$ cat src/rtl/fpx_pkg.sv
package fpx_pkg;

    localparam int unsigned FPX_STAT_W   = 32;
    localparam int unsigned FPX_NFLAG    = 5;
    localparam int unsigned FPX_CEXC_LSB = 0;
    localparam int unsigned FPX_AEXC_LSB = FPX_CEXC_LSB + FPX_NFLAG;
    localparam int unsigned FPX_TEM_LSB  = 23;
    localparam int unsigned FPX_FTT_LSB  = 14;
    localparam int unsigned FPX_FTT_W    = 3;
    localparam int unsigned FPX_FTT_IEEE = 1;

endpackage

$ cat src/rtl/fpx_trap_detect.sv
module fpx_trap_detect #(
    parameter int unsigned NFLAG = 5
) (
    input  logic [NFLAG-1:0] cexc_cur,
    input  logic [NFLAG-1:0] flag_in,
    input  logic [NFLAG-1:0] tem_in,
    output logic [NFLAG-1:0] cexc_new,
    output logic             trap_hit
);

    logic [NFLAG-1:0] hit;

    // Per-flag merge and enable match.
    generate
        for (genvar g = 0; g < NFLAG; g++) begin : g_flag
            assign cexc_new[g] = cexc_cur[g] | flag_in[g];
            assign hit[g]      = cexc_new[g] & tem_in[g];
        end
    endgenerate

    assign trap_hit = |hit;

endmodule

$ cat src/rtl/fpx_field_merge.sv
module fpx_field_merge #(
    parameter int unsigned    STAT_W   = 32,
    parameter int unsigned    NFLAG    = 5,
    parameter int unsigned    CEXC_LSB = 0,
    parameter int unsigned    AEXC_LSB = 5,
    parameter int unsigned    FTT_LSB  = 14,
    parameter int unsigned    FTT_W    = 3,
    parameter int unsigned    FTT_CODE = 1
) (
    input  logic [STAT_W-1:0] status_cur,
    input  logic [NFLAG-1:0]  cexc_new,
    input  logic              trap_hit,
    output logic [STAT_W-1:0] status_upd
);

    localparam logic [FTT_W-1:0] FTT_VAL = FTT_W'(FTT_CODE);

    always_comb begin
        status_upd                      = status_cur;
        status_upd[CEXC_LSB +: NFLAG]   = cexc_new;
        if (trap_hit) begin
            status_upd[FTT_LSB +: FTT_W] = FTT_VAL;
        end else begin
            status_upd[AEXC_LSB +: NFLAG] = status_cur[AEXC_LSB +: NFLAG] | cexc_new;
        end
    end

endmodule

$ cat src/rtl/fpx_flag_accum.sv
module fpx_flag_accum
    import fpx_pkg::*;
#(
    parameter int unsigned STAT_W   = FPX_STAT_W,
    parameter int unsigned NFLAG    = FPX_NFLAG,
    parameter int unsigned CEXC_LSB = FPX_CEXC_LSB,
    parameter int unsigned AEXC_LSB = FPX_AEXC_LSB,
    parameter int unsigned TEM_LSB  = FPX_TEM_LSB,
    parameter int unsigned FTT_LSB  = FPX_FTT_LSB,
    parameter int unsigned FTT_W    = FPX_FTT_W,
    parameter int unsigned FTT_CODE = FPX_FTT_IEEE
) (
    input  logic              clk,
    input  logic              rst_n,
    input  logic              flag_vld,
    input  logic [NFLAG-1:0]  flag_vec,
    input  logic              sw_we,
    input  logic [STAT_W-1:0] sw_wdata,
    output logic [STAT_W-1:0] status_o,
    output logic              trap_req_o
);

    typedef struct packed {
        logic [STAT_W-1:0] status;
        logic              trap;
    } acc_state_t;

    acc_state_t state_d, state_q;

    logic [NFLAG-1:0]  cexc_new;
    logic              trap_hit;
    logic [STAT_W-1:0] status_upd;
    logic              flag_live;

    assign flag_live = flag_vld && (flag_vec != '0);

    fpx_trap_detect #(
        .NFLAG (NFLAG)
    ) u_detect (
        .cexc_cur (state_q.status[CEXC_LSB +: NFLAG]),
        .flag_in  (flag_vec),
        .tem_in   (state_q.status[TEM_LSB +: NFLAG]),
        .cexc_new (cexc_new),
        .trap_hit (trap_hit)
    );

    fpx_field_merge #(
        .STAT_W   (STAT_W),
        .NFLAG    (NFLAG),
        .CEXC_LSB (CEXC_LSB),
        .AEXC_LSB (AEXC_LSB),
        .FTT_LSB  (FTT_LSB),
        .FTT_W    (FTT_W),
        .FTT_CODE (FTT_CODE)
    ) u_merge (
        .status_cur (state_q.status),
        .cexc_new   (cexc_new),
        .trap_hit   (trap_hit),
        .status_upd (status_upd)
    );

    always_comb begin
        state_d       = state_q;
        state_d.trap  = 1'b0;
        if (sw_we) begin
            state_d.status = sw_wdata;
        end else if (flag_live) begin
            state_d.status = status_upd;
            state_d.trap   = trap_hit;
        end
    end

    always_ff @(posedge clk) begin
        if (!rst_n) begin
            state_q <= '0;
        end else begin
            state_q <= state_d;
        end
    end

    assign status_o   = state_q.status;
    assign trap_req_o = state_q.trap;

    AST_CEXC_MERGE: assert property (@(posedge clk) disable iff (!rst_n)
        (flag_vld && !sw_we) |=> ((status_o[CEXC_LSB +: NFLAG] & $past(flag_vec)) == $past(flag_vec)));
    AST_TRAP_NEEDS_STROBE: assert property (@(posedge clk) disable iff (!rst_n)
        trap_req_o |-> $past(flag_vld && !sw_we && (flag_vec != '0)));
    AST_TRAP_SETS_FTT: assert property (@(posedge clk) disable iff (!rst_n)
        trap_req_o |-> (status_o[FTT_LSB +: FTT_W] == FTT_W'(FTT_CODE)));
    AST_TRAP_KEEPS_ACCRUED: assert property (@(posedge clk) disable iff (!rst_n)
        trap_req_o |-> (status_o[AEXC_LSB +: NFLAG] == $past(status_o[AEXC_LSB +: NFLAG])));
    AST_ACCRUE_COVERS_CEXC: assert property (@(posedge clk) disable iff (!rst_n)
        (flag_live && !sw_we) |=> (trap_req_o ||
            ((status_o[AEXC_LSB +: NFLAG] & status_o[CEXC_LSB +: NFLAG]) == status_o[CEXC_LSB +: NFLAG])));
    AST_ZERO_FLAGS_HOLD: assert property (@(posedge clk) disable iff (!rst_n)
        (flag_vld && (flag_vec == '0) && !sw_we) |=> ($stable(status_o) && !trap_req_o));
    AST_SW_WRITE_WINS: assert property (@(posedge clk) disable iff (!rst_n)
        sw_we |=> ((status_o == $past(sw_wdata)) && !trap_req_o));

endmodule

$ cat config.mk
export PLATFORM = sky130hd
export DESIGN_NAME = fpx_flag_accum
export DESIGN_NICKNAME = d
export VERILOG_FILES = /design/src/rtl/fpx_pkg.sv /design/src/rtl/fpx_trap_detect.sv /design/src/rtl/fpx_field_merge.sv /design/src/rtl/fpx_flag_accum.sv
export SDC_FILE = /design/constraint.sdc
export NUM_CORES = 1
export LEC_CHECK = 0
export BUFFER_PORTS_ARGS = -buffer_cell sky130_fd_sc_hd__buf_2
export CAP_MARGIN = 10
export CORE_ASPECT_RATIO = 0.75
export CORE_UTILIZATION = 43
export CTS_CLUSTER_DIAMETER = 120
export DETAILED_ROUTE_END_ITERATION = 8
export HOLD_SLACK_MARGIN = 0.03
export PLACE_DENSITY = 0.77
export SETUP_SLACK_MARGIN = 0.1
export SYNTH_ARGS = -nofsm -noshare
export SYNTH_HDL_FRONTEND = slang
export SYNTH_SLANG_ARGS = --single-unit
$ cat constraint.sdc
create_clock -name clk -period 1.35 [get_ports clk]
set_clock_uncertainty 0.1 [all_clocks]
set_input_delay 0.0675 -clock clk [delete_from_list [all_inputs] [get_ports clk]]
set_output_delay 0.0675 -clock clk [all_outputs]
set_load 0.01 [all_outputs]
# --- Word-level counts from Yosys, hierarchy flattened ---
# Index checks and enable logic that the tools add are counted.
word_totals:
  ff_bits: 33
  inputBits: 41
  elab_cells: 31
op_classes:
  eq_ne: 1
  muxes: 4
  bitwise_logic: 13
  n_reduce_logical: 8
op_table:
  columns: ["cell", "n"]
  rows:
  - ["32-bit 2-to-1 mux", 1]
  - ["18-bit 2-to-1 mux", 1]
  - ["1-bit bitwise AND", 5]
  - ["5-bit 2-to-1 mux", 1]
  - ["1-bit bitwise OR", 5]
  - ["5-bit bitwise OR", 1]
  - ["5-bit nonzero test", 1]
  - ["5-bit OR reduction", 1]
  - ["2-bit AND reduction", 2]
  - ["2-bit nonzero test", 2]
  - ["3-bit 2-to-1 mux", 1]
  - ["3-bit OR reduction", 1]
  - ["2-bit != test, second input constant", 1]
  - ["1-bit NOT", 2]
  - ["1-bit logical AND", 1]

# --- Depth between registers and ports, before layout ---
# Gate-level depths: netlist of the first run.
depth:
  word_depth: 6
  ltp_mapped: 5
  mapped_depth_nobuf: 4

# --- Hierarchy ---
# Synthesis of the first run repeated with hierarchy kept, for this count alone.
hier_totals:
  cells_unflattened: 196
  area_unflattened_um2: 1844.3
modules_own_cells:
  columns: ["mod", "n_inst", "cells_per_inst", "area_per_inst_um2"]
  rows:
  - ["fpx_flag_accum", 1, 154, 1542.7]
  - ["fpx_field_merge", 1, 33, 245.2]
  - ["fpx_trap_detect", 1, 9, 56.3]

# --- Worst setup path after synthesis of the first run ---
# OpenSTA, ideal clock, no wires.
synth_timing:
  path_kind: "flip-flop to flip-flop"
  startpoint: "register state_q (netlist bit status_o[1])"
  endpoint: "register state_q (netlist bit status_o[14])"
  setup_time_ns: 0.122
  t_arrival_ns: 1.069
  t_required_ns: 1.128
  setup_slack_ns: 0.059
  path_stages_with_launch: 5
  n_path_buf: 0
  synth_period_minus_slack_ns: 1.291
  cell_sequence: "dfxtp_1 o21ai_0 and4_1 a21oi_1 o311a_1"
synth_via:
  elab_chain_len: 5
synth_rtl:
  columns: ["element", "line_no", "text"]
  rows:
  - ["from (decl)", "fpx_flag_accum.sv:28", "acc_state_t state_d, state_q;"]
  - ["from (signal assigned)", "fpx_flag_accum.sv:77", "state_q <= state_d;"]
  - ["1-bit bitwise OR", "fpx_trap_detect.sv:16", "assign cexc_new[g] = cexc_cur[g] | flag_in[g];"]
  - ["1-bit bitwise AND", "fpx_trap_detect.sv:17", "assign hit[g] = cexc_new[g] & tem_in[g];"]
  - ["5-bit OR reduction", "fpx_trap_detect.sv:21", "assign trap_hit = |hit;"]
  - ["2-bit nonzero test (no source line)", null, null]
  - ["2-bit AND reduction (no source line)", null, null]
# Every way passes these cells.
# A chain may end at the register's enable or synchronous reset.

# --- Worst setup path after layout of the first run ---
layout_timing:
  startpoint: "register state_q (netlist bit status_o[2])"
  endpoint: "register state_q (netlist bit status_o[5])"
layout_via:
  elab_chain_len: 5
layout_rtl:
  columns: ["element", "line_no"]
  rows:
  - ["1-bit bitwise OR", "fpx_trap_detect.sv:16"]
  - ["1-bit bitwise AND", "fpx_trap_detect.sv:17"]
  - ["5-bit OR reduction", "fpx_trap_detect.sv:21"]
  - ["2-bit != test (no source line)", null]
  - ["2-bit AND reduction (no source line)", null]
# Every way passes these cells.

==> results of run 1 <==
[repair_timing]
action	in CTS	in global routing
setup endpoints to repair	7	7
hold buffers	31	0
resized for setup	6	2
endpoints found under the hold margin	31	0
pin swaps	9	3
[worst paths after layout]
kind / start / end / slack (ns) / cells after the start
worst min register to register: status_o[18] / status_o[18] / 0.39 / 2
worst max-delay path: status_o[2] / status_o[5] / 0.04 / 4
worst min-delay path: sw_wdata[15] / status_o[15] / 0.05 / 4
worst max register to register: status_o[2] / status_o[5] / 0.04 / 4
[metrics by stage]
step / worst slack (ns) / hold slack (ns) / TNS [ns]
finish: 0.03795 / 0.05087 / 0
global route: -0.02474 / 0.04902 / -0.07529
CTS: 0.04056 / 0.03359 / 0
detailed placement: -0.09497 / 0.2113 / -0.5045
global placement: -0.05894 / 0.2003 / -0.3344
floorplan: 0.08778 / 0.1108 / 0
[kinds of logic (layout without fill, tap and decap cells)]
logic type / count (synthesis) / after routing / synth area share
multiplexers: 19 / 19 / 0.1471
AND/OR/NAND/NOR: 38 / 38 / 0.1278
buffers and inverters: 9 / 127 / 0.02808
AO/OA/AOI/OAI: 44 / 44 / 0.1859
flip-flops: 33 / 33 / 0.5111
[synth_stat cells (2+ instances only)]
master	instances
o21ai_0	22
mux2i_1	19
buf_2	2
clkbuf_1	5
o21bai_1	2
a21oi_1	16
nand3_1	4
inv_1	2
nand2_1	6
nor2_1	24
dfxtp_1	33
[worst min-delay path: cells and delay by family]
family          cells  cell delay, ns
simple gates        1            0.06
compound gates      2            0.18
buf+inv             1            0.08
[layout make-up]
| class | instances | area share |
|---|---|---|
| Clock buffer | 6 | 0.03297 |
| Clock inverter | 2 | 0.004548 |
| Inverter | 2 | 0.003411 |
| Multi-Input combinational cell | 101 | 0.2791 |
| Sequential cell | 33 | 0.3024 |
| Tap cell | 36 | 0.02047 |
| Timing Repair Buffer | 117 | 0.3570 |
[cells in the final DEF (no fill, tap or decap), types with 5 or more instances in the layout]
cell | synthesis | routed
clkbuf_8 | 0 | 5
mux2i_1 | 19 | 19
dlygate4sd3_1 | 0 | 31
buf_4 | 0 | 12
nor2_1 | 24 | 24
a21oi_1 | 16 | 15
dfxtp_1 | 33 | 29
nand2_1 | 6 | 6
buf_2 | 2 | 73
o21ai_0 | 22 | 17
[power breakdown]
part | switching, mW | internal [mW]
clock network | 0.349 | 0.357
registers | 0.0391 | 1.05
logic | 0.220 | 0.254
[registers in the layout, indices dropped and copies added (netlist names)]
name and count:
status_o 32, trap_req_o 1
[per-layer routing]
metal / up-vias / routed length [um] / GRT usage
met4: 0 / 78 / 0.09058
met1: 657 / 1647 / 0.2952
met3: 10 / 213 / 0.06019
li1: 731 / - / -
met5: - / 0 / 0
met2: 60 / 1903 / 0.4553
==> run metrics, run 1 <==
Die Wd=65.31 um; full die area=3231 sq um; fraction of registers with async set/reset=0; warnings from Yosys=0; clock sink count=33; Layout Nets=roughly 300; total track usage=0.2553; fin crit share=0.9719; IO Count=74; Crit path required time=around 1.5 ns; Worst EP arrival=about 1.4 ns; FP Rows=16; synth-to-layout area growth=70.28%; Initial Utilization=0.4747; MaxCap Viol Count=0; worst path buffer plus inverter count=0; Setup Fix Bufs, Post-CTS=0; final setup vio count=0; drt wl/cell=12.94 um; Placed Instance Area=roughly 1800 sq um; Reg area=665.6 sq um; core area=around 2700 sq um; DP HPWL=~2.5 mm; CP delay by family, top=simple AND/OR/NAND/NOR gates; PwrDens=1029 nW/um^2; multi-input combinational cell area=around 610 sq um; Mapped Nets=184; average vias per placed instance=about 5; Filler cells=190; Root Buffer=clkbuf_8; antenna-violating nets left=0; worst slew margin relative to its limit=0.7143; drt drc=0; layout cells sized above 1=0.3985; fmax=762.2 MHz; antenna violations before repair=0; RSZ-0062 raised after global routing=true; CP max stage delay=around 0.32 ns; Synth Cell Area=1292 sq um; crit path time final=1.312 ns; highest net fanout along the worst path=5; worst min path class=in -> reg; Synth area leaders=dfxtp_1 (51%), mux2i_1 (15%), o21ai_0 (8.5%), nor2_1 (7.0%), a21oi_1 (6.2%); kind of critical path=reg -> reg; placed insts=roughly 260; Max rail drop VDD=approximately 0.00074 V; clk slew on worst S/H paths=0.07 ns; Via Count=between 1,000 and 1,500; Yosys top cell by area=dfxtp_1; Setup crit end kind=flip-flop; critical path cell sequence=o21ai_2, and4_4, nand4_1, a21oi_1; Post-Syn Area per Cell=~9.0 sq um; number of global-route vias before repair=around 1,500; Non-Filler Instances=approximately 300; status=finished, final reports clean; first-pass GRT wire length=~6.2 mm; IO buf count=73; #FFs+latches synth=33; total grt overflow=0; Setup crit start kind=flip-flop; slew at the pin with the worst max-slew slack=about 0.43 ns; htree depth=2; CTS tree=built; First-pass DRT Iterations=4; Unique masters post-synth=19; utilization after layout=0.8084; Max clock buf depth=2; Slowest cell on crit path=dfxtp_2; number of diodes=0; Die H=between 40 and 50 um; Pins Over Slew Limit=0; Routed WL=roughly 3.8 mm; RD Place Congestion=roughly 0.76; fin area=2201 sq um; sequential area share after synthesis=0.5111; worst skew pair latency=between 0.2 and 0.3 ns; Initial DRC Count=60; Synth Instances=143; largest net degree at the start of global routing=23; Post-synth EDFFs=0; Synth top area share=0.5111; Pleak=roughly 1.1 nW; Post-synth top flop=dfxtp_1; Final Hold Fails=0; Power Total=between 2 and 2.5 mW; TritonCTS buffer count=5
Note: power is estimated with default switching activity, not from simulation.
==> run 2, diff against run 1 <==
--- a/config.mk
+++ b/config.mk
@@ -8,7 +8,7 @@
 export BUFFER_PORTS_ARGS = -buffer_cell sky130_fd_sc_hd__buf_2
 export CAP_MARGIN = 10
 export CORE_ASPECT_RATIO = 0.75
-export CORE_UTILIZATION = 43
+export CORE_UTILIZATION = 48
 export CTS_CLUSTER_DIAMETER = 120
 export DETAILED_ROUTE_END_ITERATION = 8
 export HOLD_SLACK_MARGIN = 0.03
@@ -16,4 +16,5 @@
 export SETUP_SLACK_MARGIN = 0.1
 export SYNTH_ARGS = -nofsm -noshare
 export SYNTH_HDL_FRONTEND = slang
+export SYNTH_HIERARCHICAL = 1
 export SYNTH_SLANG_ARGS = --single-unit
==> run 2 against run 1 <==
The run now ends with setup timing left; sequential share of layout area shrank 4.7 points; sequential power is essentially flat; die area grew 27%; non-clock buffer count grew 7; core utilization shrank 10 points; sequential cell count is the same; total power grew 9.2%; area after synthesis grew 43%; design area grew 18%; critical path type unchanged; largest power group unchanged.
==> run metrics, run 2 <==
status=finished, violations left; violated checks=setup timing; Mapped Nets=237 (+29%); Initial DRC Count=76 (+27%); htree depth=2 (unchanged); Post-synth top flop=dfxtp_1; full die area=4097 sq um (+27%); Post-synth EDFFs=0 (unchanged); Initial Utilization=0.5038 (+0.02904); antenna violations before repair=0 (unchanged); hold path depth=4 (unchanged); Yosys top cell by area=dfxtp_1; Root Buffer=clkbuf_8; Worst EP arrival=1.80 ns (+0.38 ns); CP startpoint=status_o[2]; number of global-route vias before repair=1,514 (+3.6%); average vias per placed instance=4.889 (-0.40%); flop-to-flop setup slack=-0.36 ns (-0.40 ns); fin worst setup slack=-0.3649 ns (-0.4029 ns); fin area=2594 sq um (+18%); final setup vio count=9 (+9); fmax=583.1 MHz (-23%); warnings from Yosys=6 (+6); most crowded layer after global routing=met2; Die H=55.68 um (+13%); Power Total=2.472 mW (+9.2%); Commonest cells post-synth=dfxtp_1 (33), inv_1 (32), a21boi_0 (31); Setup crit end kind=flip-flop; sequential area share after synthesis=0.3582 (-0.1529); slew at the pin with the worst max-slew slack=0.3776 ns (-0.05045 ns); First-pass DRT Iterations=4 (unchanged); TritonCTS buffer count=5 (unchanged); Synth Cell Area=1844 sq um (+43%); clock sink count=33 (unchanged); PwrDens=953.0 nW/um^2 (-7.3%); Synth Instances=196 (+37%); highest net fanout along the worst path=5 (unchanged); total track usage=0.2277 (-0.02761); drt wl/cell=12.71 um (-1.8%); first-pass GRT wire length=6.969 mm (+12%); Slowest cell on crit path=dfxtp_2; Post-Syn Area per Cell=9.410 sq um (+4.1%); Worst R2R End=status_o[14]; worst flop-to-flop path startpoint=status_o[2]; synth-to-layout area growth=40.64%; Pins Over Slew Limit=0 (unchanged); Max clock buf depth=2 (unchanged); IO Count=74 (unchanged); Final Hold Fails=0 (unchanged); worst path buffer plus inverter count=0 (unchanged); Layout Nets=331 (+10%); CP max stage delay=0.32 ns (about the same); Levels on crit path=5 (+1); Pleak=1.322 nW (+20%); clk slew on worst S/H paths=0.07 ns (about the same); commonest non-fill, non-tap cells in the layout=buf_2 (72), inv_1 (32), dfxtp_1 (32); worst slew margin relative to its limit=0.7417 (+0.02744); Setup crit start kind=flip-flop; fraction of registers with async set/reset=0 (unchanged); DP HPWL=2.908 mm (+16%); Placed Instance Area=2281 sq um (+27%); RD Place Congestion=0.7478 (-2.0%); met2 Track Usage GR=0.3421 (-0.1133); drt drc=0 (unchanged); Crit path required time=1.44 ns (-0.02 ns); MaxCap Viol Count=0 (unchanged); utilization after layout=0.7085 (-0.09989); crit path time final=1.715 ns (+0.4029 ns); CP delay by family, top=simple AND/OR/NAND/NOR gates; Die Wd=73.58 um (+13%); antenna-violating nets left=0 (unchanged); #FFs+latches synth=33 (unchanged); IO buf count=73 (unchanged); grt met3 use=0.05616 (-0.004026); Via Count=1,677 (+15%); M1 GR Usage=0.3080 (+0.01273); end of the critical path=status_o[14]; leading cell type by number of instances after synthesis=dfxtp_1; fin crit share=1.270 (+0.2984); kind of critical path=reg -> reg; CTS tree=built; FP Rows=19 (+3); Filler cells=278 (+46%); Max rail drop VDD=0.0006074 V (-18%); most common cell after layout, fill and taps aside=buf_2; RSZ-0062 raised after global routing=true; reg2reg path depth=5 (+1); max reg flops=32 (unchanged); number of diodes=0 (unchanged); worst skew pair latency=0.29 ns (+0.02 ns); hold path startpoint=sw_wdata[24]; Routed WL=4.359 mm (+13%); Unique masters post-synth=27 (+8); total grt overflow=0 (unchanged); largest net degree at the start of global routing=37 (+61%); worst min path class=in -> reg; layout cells sized above 1=0.4227 (+0.02421); core area=3661 sq um (+34%); hold slack=0.03206 ns (-0.01881 ns); Synth top area share=0.3582 (-0.1529); critical path cell sequence=or2_4, a222oi_1, nand3_1, or2_1, o221a_1; Synth area leaders=dfxtp_1 (36%), o221a_1 (18%), a21boi_0 (13%), buf_4 (9.8%), inv_1 (6.5%)
[run 2: cell count changes after synthesis, moves of 3 or more]
| cell | previous run | this run |
|---|---|---|
| o221a_1 | 0 | 30 |
| nor2_1 | 24 | 3 |
| or2_2 | 0 | 3 |
| buf_6 | 0 | 3 |
| nand2_1 | 6 | 3 |
| o21ai_0 | 22 | 0 |
| inv_1 | 2 | 32 |
| a21oi_1 | 16 | 1 |
| buf_4 | 0 | 24 |
| mux2i_1 | 19 | 0 |
| a21o_1 | 0 | 5 |
| a21boi_0 | 0 | 31 |
[run 2: worst min-delay path, stage by stage]
cell      delay [ns]
buf_2           0.09
inv_1           0.04
a21boi_0        0.07
o221a_1         0.11
[run 2: final cells by class]
cell class                 instances  area (sq um)  area share
inverter                          33         123.9     0.04776
tap                               52         65.06     0.02508
clock inverter                     2         10.01    0.003859
sequential                        33         661.9      0.2552
timing repair buffer             124         849.6      0.3275
multi-input combinational         93         810.8      0.3126
clock buffer                       6         72.57     0.02798
[run 2: metrics by stage]
step	cells	worst slack, ns	TNS (ns)
final	343	-0.3649	-2.578
after detailed placement	313	-0.3569	-2.456
after global routing	343	-0.4669	-3.630
after floorplan	196	-0.3123	-1.769
after CTS	342	-0.3783	-2.665
after global placement	313	-0.3465	-2.237
[run 2: where the power goes]
part | internal [mW] | switching (mW) | total (mW)
Combinational | 0.361 | 0.276 | 0.638
Clock | 0.357 | 0.365 | 0.722
Sequential | 1.06 | 0.0542 | 1.11
[run 2: how the worst min path moves through the flow]
stage | endpoint | slack, ns
after floorplan | trap_req_o | 0.1
after global routing | status_o[13] | 0.04
final | status_o[24] | 0.03
after detailed placement | trap_req_o | 0.30
after global placement | trap_req_o | 0.30
after CTS | status_o[24] | 0.03
[run 2: layer usage]
metal / up-vias / wire [um]
li1: 866 / -
met1: 748 / 2156
met2: 55 / 1919
met3: 8 / 207
met4: 0 / 75
met5: - / 0
[run 2: logic make-up (layout without fill, tap and decap cells)]
family / count (synthesis) / in the layout / synth area share
flip-flops: 33 / 33 / 0.3582
buffers and inverters: 70 / 165 / 0.2062
AND/OR/NAND/NOR: 20 / 20 / 0.06785
AO/OA/AOI/OAI: 73 / 73 / 0.3677
[run 2: repair_timing]
action / CTS / global route
hold buffers: 20 / 0
endpoints found under the hold margin: 19 / 0
resized for setup: 1 / 3
setup endpoints to repair: 9 / 9
pin swaps: 3 / 4
buffers inserted: 1 / 1
==> run 3, diff against run 2 <==
--- a/config.mk
+++ b/config.mk
@@ -13,6 +13,7 @@
 export DETAILED_ROUTE_END_ITERATION = 8
 export HOLD_SLACK_MARGIN = 0.03
 export PLACE_DENSITY = 0.77
+export RECOVER_POWER = 25
 export SETUP_SLACK_MARGIN = 0.1
 export SYNTH_ARGS = -nofsm -noshare
 export SYNTH_HDL_FRONTEND = slang
==> run 3 against run 2 <==
The run still ends with setup timing left; sequential cell count did not move; first-iteration DRC count shrank 32%; global-route usage stayed put; count of clock-buffer cells in the layout unchanged; non-clock buffer count unchanged; critical path depth is the same.
==> run metrics, run 3 (synthesis results as in run 2) <==
clk slew on worst S/H paths=0.07 ns (about the same); Final Hold Fails=0 (unchanged); MaxCap Viol Count=0 (unchanged); fmax=582.5 MHz (-0.10%); Slowest cell on crit path=dfxtp_2; Setup crit end kind=flip-flop; Max clock buf depth=2 (unchanged); Die H=55.68 um (unchanged); number of diodes=0 (unchanged); Pleak=1.275 nW (-3.6%); violated checks=setup timing; Worst EP arrival=1.80 ns (about the same); worst min path class=in -> reg; highest net fanout along the worst path=5 (unchanged); RSZ-0062 raised after global routing=true; hold path startpoint=sw_wdata[24]; DP HPWL=2.908 mm (unchanged); final setup vio count=9 (unchanged); antenna violations before repair=0 (unchanged); core area=3661 sq um (unchanged); critical path cell sequence=or2_4, a222oi_1, nand3_1, or2_1, o221a_1; drt wl/cell=12.82 um (+0.89%); status=finished, violations left; commonest non-fill, non-tap cells in the layout=buf_2 (59), inv_1 (32), dfxtp_1 (32); Routed WL=4.398 mm (+0.89%); synth-to-layout area growth=39.76%; worst skew pair latency=0.29 ns (about the same); fin crit share=1.272 (+0.001324); Initial DRC Count=52 (-32%); reg2reg path depth=5 (unchanged); antenna-violating nets left=0 (unchanged); crit path time final=1.717 ns (+0.001788 ns); hold path endpoint=status_o[24]; Via Count=1,674 (-0.18%); Initial Utilization=0.5038 (unchanged); CP max stage delay=0.32 ns (about the same); Setup crit start kind=flip-flop; Worst R2R End=status_o[14]; CTS tree=built; layout cells sized above 1=0.3780 (-0.04467); most common cell after layout, fill and taps aside=buf_2; TritonCTS buffer count=5 (unchanged); slew at the pin with the worst max-slew slack=0.3751 ns (-0.002518 ns); number of global-route vias before repair=1,514 (unchanged); PwrDens=957.3 nW/um^2 (+0.45%); total grt overflow=0 (unchanged); Layout Nets=331 (unchanged); Reg area=661.9 sq um (unchanged); FP Rows=19 (unchanged); IO buf count=73 (unchanged); worst flop-to-flop path startpoint=status_o[2]; fin worst setup slack=-0.3667 ns (-0.001788 ns); largest net degree at the start of global routing=37 (unchanged); clock sink count=33 (unchanged); fin area=2577 sq um (-0.63%); setup TNS=-2.605 ns (-0.02694 ns); total track usage=0.2277 (unchanged); full die area=4097 sq um (unchanged); multi-input combinational cell area=810.8 sq um (unchanged); htree depth=2 (unchanged); flop-to-flop setup slack=-0.37 ns (about the same); RD Place Congestion=0.7478 (unchanged); average vias per placed instance=4.880 (-0.18%); Pins Over Slew Limit=0 (unchanged); Crit path required time=1.43 ns (about the same); Root Buffer=clkbuf_8; Filler cells=285 (+2.5%); IO Count=74 (unchanged); Max rail drop VDD=0.0006034 V (-0.65%); hold path depth=4 (unchanged); drt drc=0 (unchanged); worst slew margin relative to its limit=0.7435 (+0.001722); hold slack=0.03278 ns (+0.0007168 ns); first-pass GRT wire length=6.969 mm (unchanged); First-pass DRT Iterations=4 (unchanged); max reg flops=32 (unchanged); Die Wd=73.58 um (unchanged); Placed Instance Area=2281 sq um (unchanged); kind of critical path=reg -> reg
==> run 3: changes by cell type in the layout (fill, tap and decap cells not counted) <==
cell and change:
buf_2 -13, clkbuf_1 +13
==> run 3: worst max-delay path: cells and delay by family (launching register included) <==
kind | cells | cell delay, ns
simple gates | 3 | 0.70
compound gates | 2 | 0.50
flops | 1 | 0.32
==> run 3: what timing repair did <==
item / in CTS / in global routing
endpoints found under the setup margin: 9 / 9
hold buffers: 20 / 0
pin swaps: 3 / 4
buffers inserted: 1 / 1
hold endpoints to repair: 19 / 0
gates resized for setup: 1 / 3
==> run 3: where the power goes <==
part | internal (mW) | switching (mW)
Clock | 0.357 | 0.367
Sequential | 1.06 | 0.0557
Combinational | 0.353 | 0.277
Total | 1.77 | 0.700
==> run 3: how the worst max path moves through the flow <==
stage                               to  slack [ns]   startpoint  cells past startpoint
after floorplan           status_o[14]       -0.31  status_o[2]                      5
after global placement    status_o[14]       -0.35  status_o[2]                      5
after detailed placement  status_o[14]       -0.36  status_o[2]                      5
after CTS                 status_o[14]       -0.38  status_o[2]                      5
after global routing      status_o[14]       -0.47  status_o[2]                      5
final                     status_o[14]       -0.37  status_o[2]                      5
==> run 3: cell type report <==
class | instances | area share
clock inverter | 2 | 0.003883
tap | 52 | 0.02524
multi-input combinational | 93 | 0.3146
clock buffer | 6 | 0.02816
inverter | 33 | 0.04806
timing repair buffer | 124 | 0.3233
sequential | 33 | 0.2568
==> run 3: per-stage QoR <==
stage,total power [mW],setup slack [ns],instances,utilization
after floorplan,1.503,-0.3123,196,-
after global placement,1.696,-0.3465,313,0.6230
after detailed placement,1.708,-0.3569,313,0.6230
after CTS,2.478,-0.3783,342,0.7027
after global routing,2.594,-0.4669,343,0.7040
final,2.467,-0.3667,343,0.7040
==> run 3: routing by layer <==
metal / track usage / part of all wire
met5: 0 / 0
met4: 0.09890 / 0.017
met3: 0.05616 / 0.057
met2: 0.3421 / 0.43
met1: 0.3080 / 0.49
